## config.mk

```make
export PLATFORM = sky130hd
export DESIGN_NAME = txfifo_req
export DESIGN_NICKNAME = d
export VERILOG_FILES = /design/src/rtl/txfifo_pkg.sv /design/src/rtl/txf_cfg.sv /design/src/rtl/txf_store.sv /design/src/rtl/txf_sreq_fsm.sv /design/src/rtl/txfifo_req.sv
export SDC_FILE = /design/constraint.sdc
export NUM_CORES = 1
export LEC_CHECK = 0
export BUFFER_PORTS_ARGS = -buffer_cell sky130_fd_sc_hd__buf_2
export CAP_MARGIN = 20
export CORE_MARGIN = 2
export CORE_UTILIZATION = 46
export CTS_CLUSTER_DIAMETER = 200
export DETAILED_ROUTE_END_ITERATION = 16
export GPL_TIMING_DRIVEN = 0
export PLACE_DENSITY_LB_ADDON = 0.08
export SETUP_SLACK_MARGIN = 0.05
export SYNTH_ARGS = -nofsm -noshare
export SYNTH_HDL_FRONTEND = slang
export SYNTH_SLANG_ARGS = --single-unit
```

## constraint.sdc

```tcl
create_clock -name clk -period 4.82 [get_ports clk]
set_input_delay 1.205 -clock clk [delete_from_list [all_inputs] [get_ports clk]]
set_output_delay 1.205 -clock clk [all_outputs]
set_load 0.005 [all_outputs]
```

## src/rtl/txfifo_pkg.sv

```systemverilog
package txfifo_pkg;
    localparam int CFG_W       = 8;
    localparam int CFG_LVL_BIT = 5;   // 1: whole queue empty, 0: entry slot free
    localparam int CFG_TIM_BIT = 4;   // 1: secondary tracks primary, 0: fixed delay
    localparam int CFG_RSV_BIT = 7;   // reserved, forced to zero

    typedef enum logic [1:0] {
        SQ_IDLE   = 2'd0,
        SQ_ACTIVE = 2'd1,
        SQ_HOLD   = 2'd2
    } sreq_state_e;
endpackage

```

## src/rtl/txf_cfg.sv

```systemverilog
module txf_cfg
    import txfifo_pkg::*;
(
    input  logic             clk,
    input  logic             rst_n,
    input  logic             clr,
    input  logic             we,
    input  logic [CFG_W-1:0] wdata,
    output logic [CFG_W-1:0] cfg_nxt,
    output logic [CFG_W-1:0] cfg_q
);
    logic [CFG_W-1:0] wmask;

    generate
        for (genvar b = 0; b < CFG_W; b++) begin : g_mask
            if (b == CFG_RSV_BIT) begin : g_rsv
                assign wmask[b] = 1'b0;
            end else begin : g_keep
                assign wmask[b] = wdata[b];
            end
        end
    endgenerate

    always_comb begin
        if (clr)      cfg_nxt = '0;
        else if (we)  cfg_nxt = wmask;
        else          cfg_nxt = cfg_q;
    end

    always_ff @(posedge clk or negedge rst_n) begin
        if (!rst_n) cfg_q <= '0;
        else        cfg_q <= cfg_nxt;
    end

    // a write lands in the non-reserved bits, reserved bit reads zero
    p_cfg_load_r10: assert property (@(posedge clk) disable iff (!rst_n)
        (we && !clr) |=> (cfg_q[6:0] == $past(wdata[6:0]) && !cfg_q[CFG_RSV_BIT]));
    // channel reset clears the register
    p_cfg_clr_r11: assert property (@(posedge clk) disable iff (!rst_n)
        clr |=> (cfg_q == '0));
endmodule

```

## src/rtl/txf_store.sv

```systemverilog
module txf_store #(
    parameter int WIDTH = 8,
    parameter int DEPTH = 4,
    localparam int PTR_W = (DEPTH > 1) ? $clog2(DEPTH) : 1,
    localparam int CNT_W = $clog2(DEPTH + 1)
) (
    input  logic             clk,
    input  logic             rst_n,
    input  logic             clr,
    input  logic             push,
    input  logic [WIDTH-1:0] wdata,
    input  logic             pop_rdy,
    input  logic             ovr_clr,
    output logic             valid,
    output logic [WIDTH-1:0] rdata,
    output logic [CNT_W-1:0] cnt,
    output logic [CNT_W-1:0] cnt_nxt,
    output logic             ovr
);
    localparam logic [CNT_W-1:0] FULL_CNT = CNT_W'(DEPTH);
    localparam logic [PTR_W-1:0] LAST_PTR = PTR_W'(DEPTH - 1);

    logic [WIDTH-1:0] mem [DEPTH];
    logic [PTR_W-1:0] wr_ptr, rd_ptr;
    logic             full, do_push, do_pop;

    assign full    = (cnt == FULL_CNT);
    assign valid   = (cnt != '0);
    assign rdata   = mem[rd_ptr];
    assign do_pop  = valid && pop_rdy;
    assign do_push = push && !full;

    always_comb begin
        if (clr)
            cnt_nxt = '0;
        else
            unique case ({do_push, do_pop})
                2'b10:   cnt_nxt = cnt + 1'b1;
                2'b01:   cnt_nxt = cnt - 1'b1;
                default: cnt_nxt = cnt;
            endcase
    end

    always_ff @(posedge clk) begin
        if (do_push) mem[wr_ptr] <= wdata;
    end

    always_ff @(posedge clk or negedge rst_n) begin
        if (!rst_n) begin
            wr_ptr <= '0;
            rd_ptr <= '0;
            cnt    <= '0;
            ovr    <= 1'b0;
        end else if (clr) begin
            wr_ptr <= '0;
            rd_ptr <= '0;
            cnt    <= '0;
            ovr    <= 1'b0;
        end else begin
            cnt <= cnt_nxt;
            if (do_push) wr_ptr <= (wr_ptr == LAST_PTR) ? '0 : wr_ptr + 1'b1;
            if (do_pop)  rd_ptr <= (rd_ptr == LAST_PTR) ? '0 : rd_ptr + 1'b1;
            if (push && full) ovr <= 1'b1;
            else if (ovr_clr) ovr <= 1'b0;
        end
    end

    p_no_overflow_r3: assert property (@(posedge clk) disable iff (!rst_n)
        cnt <= FULL_CNT);
    p_full_drop_r3: assert property (@(posedge clk) disable iff (!rst_n)
        (full && push && !clr) |=> ovr);
    p_ovr_sticky_r3: assert property (@(posedge clk) disable iff (!rst_n)
        (ovr && !ovr_clr && !clr) |=> ovr);
    p_pop_data_r2: assert property (@(posedge clk) disable iff (!rst_n)
        (!valid && push && !clr) |=> (valid && rdata == $past(wdata)));
endmodule

```

## src/rtl/txf_sreq_fsm.sv

```systemverilog
module txf_sreq_fsm
    import txfifo_pkg::*;
#(
    parameter int REL_CLKS = 4,
    localparam int HC_W = (REL_CLKS > 1) ? $clog2(REL_CLKS) : 1
) (
    input  logic clk,
    input  logic rst_n,
    input  logic clr,
    input  logic en,
    input  logic follow,
    input  logic req_nxt,
    output logic sreq
);
    localparam logic [HC_W-1:0] HOLD_LOAD = HC_W'(REL_CLKS - 1);

    sreq_state_e st, st_nxt;
    logic [HC_W-1:0] hcnt, hcnt_nxt;

    always_comb begin
        st_nxt   = st;
        hcnt_nxt = hcnt;
        if (!en) begin
            st_nxt = SQ_IDLE;                       // disable
        end else begin
            unique case (st)
                SQ_IDLE: begin
                    if (req_nxt) st_nxt = SQ_ACTIVE; // raise
                end
                SQ_ACTIVE: begin
                    if (!req_nxt) begin
                        if (follow) begin
                            st_nxt = SQ_IDLE;        // release-follow
                        end else begin
                            st_nxt   = SQ_HOLD;      // release-delay
                            hcnt_nxt = HOLD_LOAD;
                        end
                    end
                end
                SQ_HOLD: begin
                    if (req_nxt)
                        st_nxt = SQ_ACTIVE;          // re-raise
                    else if (follow || hcnt == '0)
                        st_nxt = SQ_IDLE;            // expire
                    else
                        hcnt_nxt = hcnt - 1'b1;
                end
                default: st_nxt = SQ_IDLE;
            endcase
        end
    end

    always_ff @(posedge clk or negedge rst_n) begin
        if (!rst_n) begin
            st   <= SQ_IDLE;
            hcnt <= '0;
        end else if (clr) begin
            st   <= SQ_IDLE;
            hcnt <= '0;
        end else begin
            st   <= st_nxt;
            hcnt <= hcnt_nxt;
        end
    end

    always_comb begin
        sreq = (st != SQ_IDLE);
    end

    p_sreq_off_r7: assert property (@(posedge clk) disable iff (!rst_n)
        !$past(en) |-> !sreq);
    p_hold_keep_r8: assert property (@(posedge clk) disable iff (!rst_n)
        (st == SQ_HOLD && hcnt != '0 && en && !follow && !clr) |=> sreq);
endmodule

```

## src/rtl/txfifo_req.sv

```systemverilog
module txfifo_req
    import txfifo_pkg::*;
#(
    parameter int WIDTH    = 8,
    parameter int DEPTH    = 4,
    parameter int REL_CLKS = 4
) (
    input  logic             clk,
    input  logic             rst_n,
    input  logic             chan_rst,
    input  logic             cfg_we,
    input  logic [CFG_W-1:0] cfg_wdata,
    output logic [CFG_W-1:0] cfg_q,
    input  logic             host_we,
    input  logic [WIDTH-1:0] host_wdata,
    input  logic             ovr_clr,
    output logic             overrun,
    input  logic             dma_mode,
    input  logic             sec_en,
    input  logic             ser_ready,
    output logic             ser_valid,
    output logic [WIDTH-1:0] ser_data,
    output logic             txe_irq,
    output logic             wreq,
    output logic             sreq
);
    localparam int CNT_W = $clog2(DEPTH + 1);
    localparam logic [CNT_W-1:0] FULL_CNT = CNT_W'(DEPTH);

    logic [CFG_W-1:0] cfg_nxt;
    logic [CNT_W-1:0] cnt, cnt_nxt;
    logic             lvl_nxt, wreq_nxt;

    txf_cfg u_cfg (
        .clk     (clk),
        .rst_n   (rst_n),
        .clr     (chan_rst),
        .we      (cfg_we),
        .wdata   (cfg_wdata),
        .cfg_nxt (cfg_nxt),
        .cfg_q   (cfg_q)
    );

    txf_store #(.WIDTH(WIDTH), .DEPTH(DEPTH)) u_store (
        .clk     (clk),
        .rst_n   (rst_n),
        .clr     (chan_rst),
        .push    (host_we),
        .wdata   (host_wdata),
        .pop_rdy (ser_ready),
        .ovr_clr (ovr_clr),
        .valid   (ser_valid),
        .rdata   (ser_data),
        .cnt     (cnt),
        .cnt_nxt (cnt_nxt),
        .ovr     (overrun)
    );

    always_comb begin
        if (cfg_nxt[CFG_LVL_BIT]) lvl_nxt = (cnt_nxt == '0);
        else                      lvl_nxt = (cnt_nxt < FULL_CNT);
        wreq_nxt = dma_mode && lvl_nxt && !chan_rst;
    end

    always_ff @(posedge clk or negedge rst_n) begin
        if (!rst_n) begin
            txe_irq <= 1'b0;
            wreq    <= 1'b0;
        end else if (chan_rst) begin
            txe_irq <= 1'b0;
            wreq    <= 1'b0;
        end else begin
            txe_irq <= lvl_nxt;
            wreq    <= wreq_nxt;
        end
    end

    txf_sreq_fsm #(.REL_CLKS(REL_CLKS)) u_sfsm (
        .clk     (clk),
        .rst_n   (rst_n),
        .clr     (chan_rst),
        .en      (sec_en),
        .follow  (cfg_nxt[CFG_TIM_BIT]),
        .req_nxt (wreq_nxt),
        .sreq    (sreq)
    );

    p_full_lvl_r5: assert property (@(posedge clk) disable iff (!rst_n)
        (txe_irq && cfg_q[CFG_LVL_BIT]) |-> !ser_valid);
    p_wreq_gate_r6: assert property (@(posedge clk) disable iff (!rst_n)
        wreq |-> $past(dma_mode));
    p_follow_r9: assert property (@(posedge clk) disable iff (!rst_n)
        (sreq && !wreq) |-> !cfg_q[CFG_TIM_BIT]);
    p_irq_full_r4: assert property (@(posedge clk) disable iff (!rst_n)
        (cnt == FULL_CNT) |-> !txe_irq);
endmodule

```

### After elaboration in Yosys (flattened, before gate mapping)

Memory sizes are Yosys's and may differ from the RTL's.
Cells that the tools add are included.

| operators by class | value |
|---|---|
| add/sub/neg operators | 5 |
| multipliers | 0 |
| divide/modulo/power cells | 0 |
| magnitude comparators | 1 |
| equality and inequality tests | 14 |
| shift operators | 0 |
| muxes and demuxes | 34 |
| bitwise operators | 0 |
| reduce and logical (&&, ||, !) cells | 21 |

Operators by type and width:

| operator | count |
|---|---|
| $mux 2 | 19 |
| $mux 8 | 2 |
| $ne 3x3->1 const B | 4 |
| $reduce_bool 2->1 | 5 |
| $reduce_bool 3->1 | 3 |
| $eq 2x2->1 const B | 4 |
| $mux 1 | 8 |
| $mux 3 | 2 |
| $pmux 2 s3 | 1 |
| $pmux 3 s2 | 1 |
| $reduce_and 6->1 | 1 |
| $logic_and 1x1->1 | 5 |
| $ne 5x3->1 const B | 1 |
| $add 2x1->2 const B | 2 |
| $eq 2x1->1 const B | 2 |
| $logic_not 2->1 | 2 |
| $ne 4x3->1 const B | 1 |
| $ne 4x4->1 const B | 1 |
| $pmux 2 s2 | 1 |
| $add 3x1->3 const B | 1 |
| $eq 3x3->1 const B | 1 |
| $logic_not 3->1 | 1 |
| $lt 3x3->1 const B | 1 |
| $reduce_and 3->1 | 1 |
| other kinds (4) | 5 |

| word-level totals | value |
|---|---|
| bits in registers | 22 |
| latch bits | 0 |
| memory bits (writable) | 32 |
| memory bits (read-only) | 0 |
| bits of input ports | 25 |
| output and inout bits | 21 |
| word-level logic and storage cells | 86 |
| memories | 1 |

Memory list:

| name | words | width | read ports | clocked after memory_dff | write ports | line | source |
|---|---|---|---|---|---|---|---|
| u_store.mem | 4 | 8 | 1 | 0 | 1 | txf_store.sv:23 | `logic [WIDTH-1:0] mem [DEPTH];` |

### Depth between registers and ports, before layout

Gate-level depths: netlist of run 1.

| logic depth | value |
|---|---|
| depth in word-level cells | 14 |
| depth in mapped cells | 10 |

### Modules after synthesis

Synthesis of run 1 repeated with hierarchy kept, for this count alone.

| second synthesis, totals | value |
|---|---|
| cells, all modules | 139 |
| area, all modules | 2288.4 um^2 |

Modules (own cells, without submodules):

| module | times used | cells an instance | area an instance (um^2) |
|---|---|---|---|
| txf_store | 1 | 90 | 1667.8 |
| txf_cfg | 1 | 25 | 320.3 |
| txf_sreq_fsm | 1 | 19 | 222.7 |
| txfifo_req | 1 | 5 | 77.6 |

### Worst setup path before layout of run 1

No wires, ideal clock.

| timing | value |
|---|---|
| kind | input -> register |
| from | input host_we |
| to | register u_sfsm.hcnt[0] |
| library setup time | 0.125 ns |
| data arrival time | 3.038 ns |
| data required time | 4.695 ns |
| setup slack | 1.657 ns |
| stages on the path | 9 |
| buffers on the path | 0 |
| cell sequence | a21boi_2 inv_2 ha_1 fa_1 nor3b_2 o311ai_2 nor3_4 nor3_2 mux2_2 |

| between the ends | value |
|---|---|
| longest elaborated chain between the ends | 10 |
| elaborated cells on any way between the ends | 13 |
| classes of those cells | order compare: 1; eq/ne: 4; mux: 3; reduce/logical: 5 |

RTL lines:

| item | line | source |
|---|---|---|
| start: declaration | txfifo_req.sv:14 | `input logic host_we,` |
| $logic_and 1x1->1 * | txf_store.sv:31 | `assign do_push = push && !full;` |
| $eq 2x1->1 / $eq 2x2->1 (equally long branches) | txf_store.sv:37 | `unique case ({do_push, do_pop})` |
| $pmux 3 s2 * | txf_store.sv:37 |  |
| $mux 3 * | txf_store.sv:34 | `if (clr)` |
| $lt 3x3->1 / $logic_not 3->1 (equally long branches) | txfifo_req.sv:61, txfifo_req.sv:60 |  |
| $mux 1 * | txfifo_req.sv:60 | `if (cfg_nxt[CFG_LVL_BIT]) lvl_nxt = (cnt_nxt == '0);` |
| $logic_and 1x1->1 * (2 in a row) | txfifo_req.sv:62 | `wreq_nxt = dma_mode && lvl_nxt && !chan_rst;` |
| $ne 3x3->1 (no line) | - |  |
| $reduce_and 6->1 (no line) * | - |  |
| end signal: assignment | txf_sreq_fsm.sv:62 | `hcnt <= hcnt_nxt;` |
| end: declaration | txf_sreq_fsm.sv:18 | `logic [HC_W-1:0] hcnt, hcnt_nxt;` |

Every way passes the cells marked *; elsewhere a longest branch is shown, timed or not.
A chain may end at the register's enable or synchronous reset.

### Worst setup path after layout of run 1

Same ends and word-level chain as after synthesis.

==> results of run 1 <==
synthesized netlist by cell type, drive strengths merged, types with 4 or more instances:
master and number:
mux4 8, nand2 4, nor3b 4, mux2i 8, ha 6, and2 5
buf 6, nor2 18, edfxtp 32, dfrtp 21, inv 8
critical path, delay by kind of cell:
kind | cells | cell delay [ns]
fa+ha+maj | 2 | 0.70
simple gates | 3 | 0.58
compound gates | 2 | 0.39
mux | 1 | 0.26
buf+inv | 2 | 0.16
cell type report:
type                            instances  share of cell area [%]
Buffer                                  6                    1.40
Clock buffer                            6                    2.71
Clock inverter                          2                   0.515
Inverter                                8                    1.12
Multi-Input combinational cell         80                    27.8
Sequential cell                        53                    55.6
Tap cell                               67                    3.14
Timing Repair Buffer                   41                    7.67
per-layer routing:
| layer | routed length, microns | global-route usage (%) | share of wire (%) |
|---|---|---|---|
| met3 | 169 | 4.42 | 4.5 |
| met1 | 1770 | 20.8 | 47 |
| met2 | 1820 | 24.8 | 48 |
| met4 | 32 | 5.36 | 0.84 |
| met5 | 0 | 0 | 0 |
through the flow:
step	power, uW	utilization [%]	instance area, sq um
floorplan	797	-	2300
detailed placement	902	54.1	2590
finish	1130	55.9	2670
global placement	891	54.1	2590
CTS	1140	55.9	2670
global route	1200	55.9	2670
final timing paths:
check | cells after the start | startpoint | to | slack, ns
worst max register to register | 9 | u_store.cnt[2] | u_sfsm.hcnt[0] | 1.94
worst min register to register | 2 | u_cfg.cfg_q[0] | u_cfg.cfg_q[0] | 0.53
worst max-delay path | 10 | host_we | u_sfsm.hcnt[0] | 1.71
worst min-delay path | 2 | u_cfg.cfg_q[0] | u_cfg.cfg_q[0] | 0.53
max in group asynchronous | 1 | rst_n | u_store.rd_ptr[0] | 3.66
min in group asynchronous | 1 | rst_n | u_cfg.cfg_q[6] | 0.84
logic make-up (layout without fill, tap and decap cells):
| family | Yosys count | in the layout | synth area share [%] |
|---|---|---|---|
| AO/OA/AOI/OAI | 11 | 11 | 4.19 |
| XOR/XNOR | 5 | 5 | 1.91 |
| adder cells (fa/ha/maj) | 7 | 7 | 4.14 |
| buffers and inverters | 14 | 63 | 2.94 |
| flip-flops | 53 | 53 | 64.7 |
| multiplexers | 17 | 17 | 12.0 |
| other | 1 | 1 | 0.163 |
| AND/OR/NAND/NOR | 39 | 39 | 10.0 |
power groups by stage:
stage               Sequential (uW)  Combinational (uW)  Clock [uW]
floorplan                       570                 227           0
global placement                572                 319           0
detailed placement              575                 327           0
finish                          564                 320         241
global route                    571                 362         266
CTS                             565                 328         249
state kept, by name, indices dropped and copies added (netlist names):
register / count
u_sfsm.hcnt: 2
txe_irq: 1
u_store.ovr: 1
u_store.cnt: 3
u_store.mem: 32
u_store.wr_ptr: 2
u_cfg.cfg_q: 7
u_sfsm.st: 2
wreq: 1
u_store.rd_ptr: 2
==> results.yml, run 1 <==
route:
  ant_nets: 0
  dr_total_vias: 1279
  drt_iter0_markers: 42
  wl_microns: 3800
  firstDrtPassIters: 4
  route.detailed.drc: 0
  viasPerCell: 4.86
  avgRoutedWirePerCell_microns: 14.4
worst_setup_path:
  worstPathMaxFanout: 7
  arrival_ns: 3.30
  cp-start-kind: "primary input"
  crit_required_ns: 5.01
  cpMaxStageDelayCell: "fa_1"
  end_kind: "register"
  crit_type: "primary input to register"
  cpPeakStageDelay_ns: 0.48
  path_cells: "buf_2 > a21boi_2 > inv_2 > ha_1 > fa_1 > nor3b_2 > o311ai_2 > nor3_4 > nor3_2 > mux2_2"
cells_and_area:
  diodes: 0
  final_layout_size_suffix_gt1_share_pct: 36.7
  stdcell_count: 263
  nets: 227
  fillers: 429
  mostFrequentLayoutCells: "buf_2 (44), edfxtp_1 (32), dfrtp_1 (21), nor2_1 (18), mux4_2 (8)"
  final_common_cell: "buf_2"
  synthToLayoutAreaGrowth_pct: 16.3
  register_area_sq_um: 1490
  multi_input_area_sq_um: 744
clock_network:
  clk_path_buf_depth: 2
  cts_tree: "done"
  postCtsSetupBuffers: 0
  cts_root_buf: "clkbuf_8"
  cts.sinks: 53
  cts_buffers: 5
  post_cts_resized: 0
  h-tree-depth: 2
  clk_latency_ns: 0.30
  clkSlewWorstSetupHoldPaths_ns: 0.09
  cts_hold_buf: 0
pwr:
  p_leak_uw: 0.00112
  p_sw_uw: 330
  power_density_nw_per_um2: 421
  power_frac_clock_pct: 21.4
  seqPwrFrac_pct: 50.2
  comb_power_share_pct: 28.4
  switching_share_pct: 29.3
  internal-power_uw: 795
  ir_drop_mv: 0.212
timing:
  fin_setup_tns_ns: 0
  final_max_slew_viol_count: 0
  fin_ws_ns: 1.71
  finalCritPeriodShare_pct: 64.5
  finalClockSkew_ns: 0.00468
  hold_violations: 0
  timing.final.crit_period_ns: 3.11
  holdWs_ns: 0.533
  setup_viol: 0
  fmax_ghz: 0.322
  rsz0062_at_grt: "false"
global_routing:
  antenna_found_initial: 0
  grt_pass1_wl_microns: 6220
  groute.usage.overall_pct: 15.6
  grt_pass1_vias: 1257
  overflow: 0
  grt_max_degree: 22
placed_design:
  place.port_buffers: 41
  globalplace.congestion: 0.714
  dp_hpwl_microns: 2770
  place_ws_ns: 1.38
  dp.cells: 255
synthesis:
  synth_flop_cell: "edfxtp_1"
  yosysWarningCount: 0
  synth_area_leaders: "edfxtp_1 (42%), dfrtp_1 (23%), mux4_2 (7.8%)"
  syn_area_per_cell_sq_um: 15.6
  syn_area_sq_um: 2300
  synth_cell_types: 39
  yosysTopAreaCell: "edfxtp_1"
  ys_seq_area_share_pct: 64.7
  synth_edf_count: 32
  yosysTopAreaCellShare_pct: 41.8
  async_reset_ff_share_pct: 39.6
  synthCells: 147
  ys_ff_latch: 53
  syn_nets: 179
run:
  maxCapViolations: 0
floorplan:
  core_sq_um: 4790
  dieHeight_microns: 74.7
  die-area_sq_um: 5580
  dieWidth_microns: 74.7
  rows: 25
  start_util_pct: 48.0
  io_pins: 46
worst_hold_path:
  hp-class: "register to register"
outcome:
  status: "finished, final reports clean"
No activity file was read; power rests on OpenSTA's default activity.
==> run 2: changes to the inputs <==
clock period = 3.07 ns   (was 4.82 ns; I/O delays follow)
==> results.yml, run 2 (synthesized netlist as in run 1, its figures left out) <==
worst_setup_path:
  cp-start-kind: "register"
  crit_required_ns: 3.26
  worstPathMaxFanout: 6
  ff2ff_path_depth: 9
  arrival_ns: 3.06
  crit_type: "register to register"
  end_kind: "register"
cells_and_area:
  final_common_cell: "buf_2"
  nets: 230
  final_layout_size_suffix_gt1_share_pct: 39.7
  largest_reg_flops: 32
  mostFrequentLayoutCells: "buf_2 (44), edfxtp_1 (32), nor2_1 (18), dfrtp_1 (18), mux4_2 (8)"
  regMostFlops: "u_store.mem"
  top_regs: "u_store.mem: 32 flops, u_cfg.cfg_q: 7 flops, u_store.cnt: 3 flops"
  diodes: 0
  synthToLayoutAreaGrowth_pct: 17.6
clock_network:
  cts.sinks: 53
  h-tree-depth: 2
  cts_root_buf: "clkbuf_8"
  clkSlewWorstSetupHoldPaths_ns: 0.09
  cts_tree: "done"
  cts_buffers: 5
  clk_path_buf_depth: 2
  clk_latency_ns: 0.31
timing:
  timing.final.crit_period_ns: 2.87
  hold_violations: 0
  finalClockSkew_ns: 0.00698
  fin_setup_tns_ns: 0
  holdWs_ns: 0.404
  finalCritPeriodShare_pct: 93.4
  setup_viol: 0
  fmax_ghz: 0.349
  rsz0062_at_grt: "false"
  final_max_slew_viol_count: 0
run:
  maxCapViolations: 0
floorplan:
  dieWidth_microns: 74.7
  core_sq_um: 4790
  io_pins: 46
  dieHeight_microns: 74.7
  rows: 25
  die-area_sq_um: 5580
  start_util_pct: 48.0
route:
  m1WireLength_microns: 1830
  route.detailed.drc: 0
  drt_iter0_markers: 39
  viasPerCell: 4.89
  ant_nets: 0
  avgRoutedWirePerCell_microns: 14.6
  wl_met2_microns: 1840
  firstDrtPassIters: 4
  dr_total_vias: 1301
  highest_layer: "met4"
  wl_met3_microns: 157
  wl_microns: 3880
global_routing:
  grt_pass1_vias: 1257
  grt_max_degree: 22
  groute.usage.overall_pct: 15.6
  overflow: 0
  antenna_found_initial: 0
  grt_pass1_wl_microns: 6220
placed_design:
  globalplace.congestion: 0.714
  dp_hpwl_microns: 2770
  place.port_buffers: 41
worst_hold_path:
  hp-class: "primary input to async pin"
pwr:
  power_density_nw_per_um2: 664
  p_leak_uw: 0.00113
  ir_drop_mv: 0.337
outcome:
  status: "finished, final reports clean"
## run 2: cell type report
cell class	count	area [sq um]
fillers	425	2080
plain buffers	6	37.5
clock buffers	6	72.6
clock inverters	2	13.8
flip-flops and latches	53	1490
repair buffers	44	228
multi-input cells	80	747
well taps	67	83.8
inverters	8	30.0
## run 2: worst max-delay path: stages, from the launching register on
cell      delay [ns]
dfrtp_2         0.46
or3_1           0.38
and2_1          0.21
ha_2            0.22
fa_1            0.48
nor3b_2         0.23
o311ai_2        0.13
nor3_4          0.30
nor3_2          0.08
mux2_2          0.26
## run 2: final timing paths
check | start | end | slack [ns]
setup / recovery | u_store.cnt[1] | u_sfsm.hcnt[0] | 0.20
hold / removal | rst_n | u_cfg.cfg_q[6] | 0.40
setup reg to reg | u_store.cnt[1] | u_sfsm.hcnt[0] | 0.20
hold reg to reg | u_cfg.cfg_q[0] | u_cfg.cfg_q[0] | 0.53
max in group asynchronous | rst_n | u_store.cnt[2] | 2.32
min in group clk | u_cfg.cfg_q[0] | u_cfg.cfg_q[0] | 0.53
## run 2: metrics by stage
stage / utilization [%] / power (uW) / std cells / cell area, sq um / setup slack (ns)
after floorplan: - / 1250 / 147 / 2300 / 0.345
after global placement: 54.1 / 1400 / 255 / 2590 / 0.0854
after detailed placement: 54.1 / 1420 / 255 / 2590 / 0.0704
after CTS: 55.9 / 1790 / 263 / 2670 / 0.163
after global routing: 56.5 / 1910 / 266 / 2700 / 0.0583
final: 56.5 / 1790 / 266 / 2700 / 0.202
## run 2: report_power, final
part	total (uW)	internal, uW	switching (uW)
clock	379	162	217
sequential	886	840	46.1
combinational	529	269	260
total	1790	1270	523
## run 2: metal layers
layer	track usage (%)	vias up
met5	0	-
met4	5.36	0
met3	4.42	6
met2	24.8	29
met1	20.8	632
li1	-	634
## run 2: timing repair
item                       in CTS  in global routing
buffers inserted                0                  3
gates resized for setup         0                  4
hold buffers                    0                  0
setup endpoints to repair       0                  2
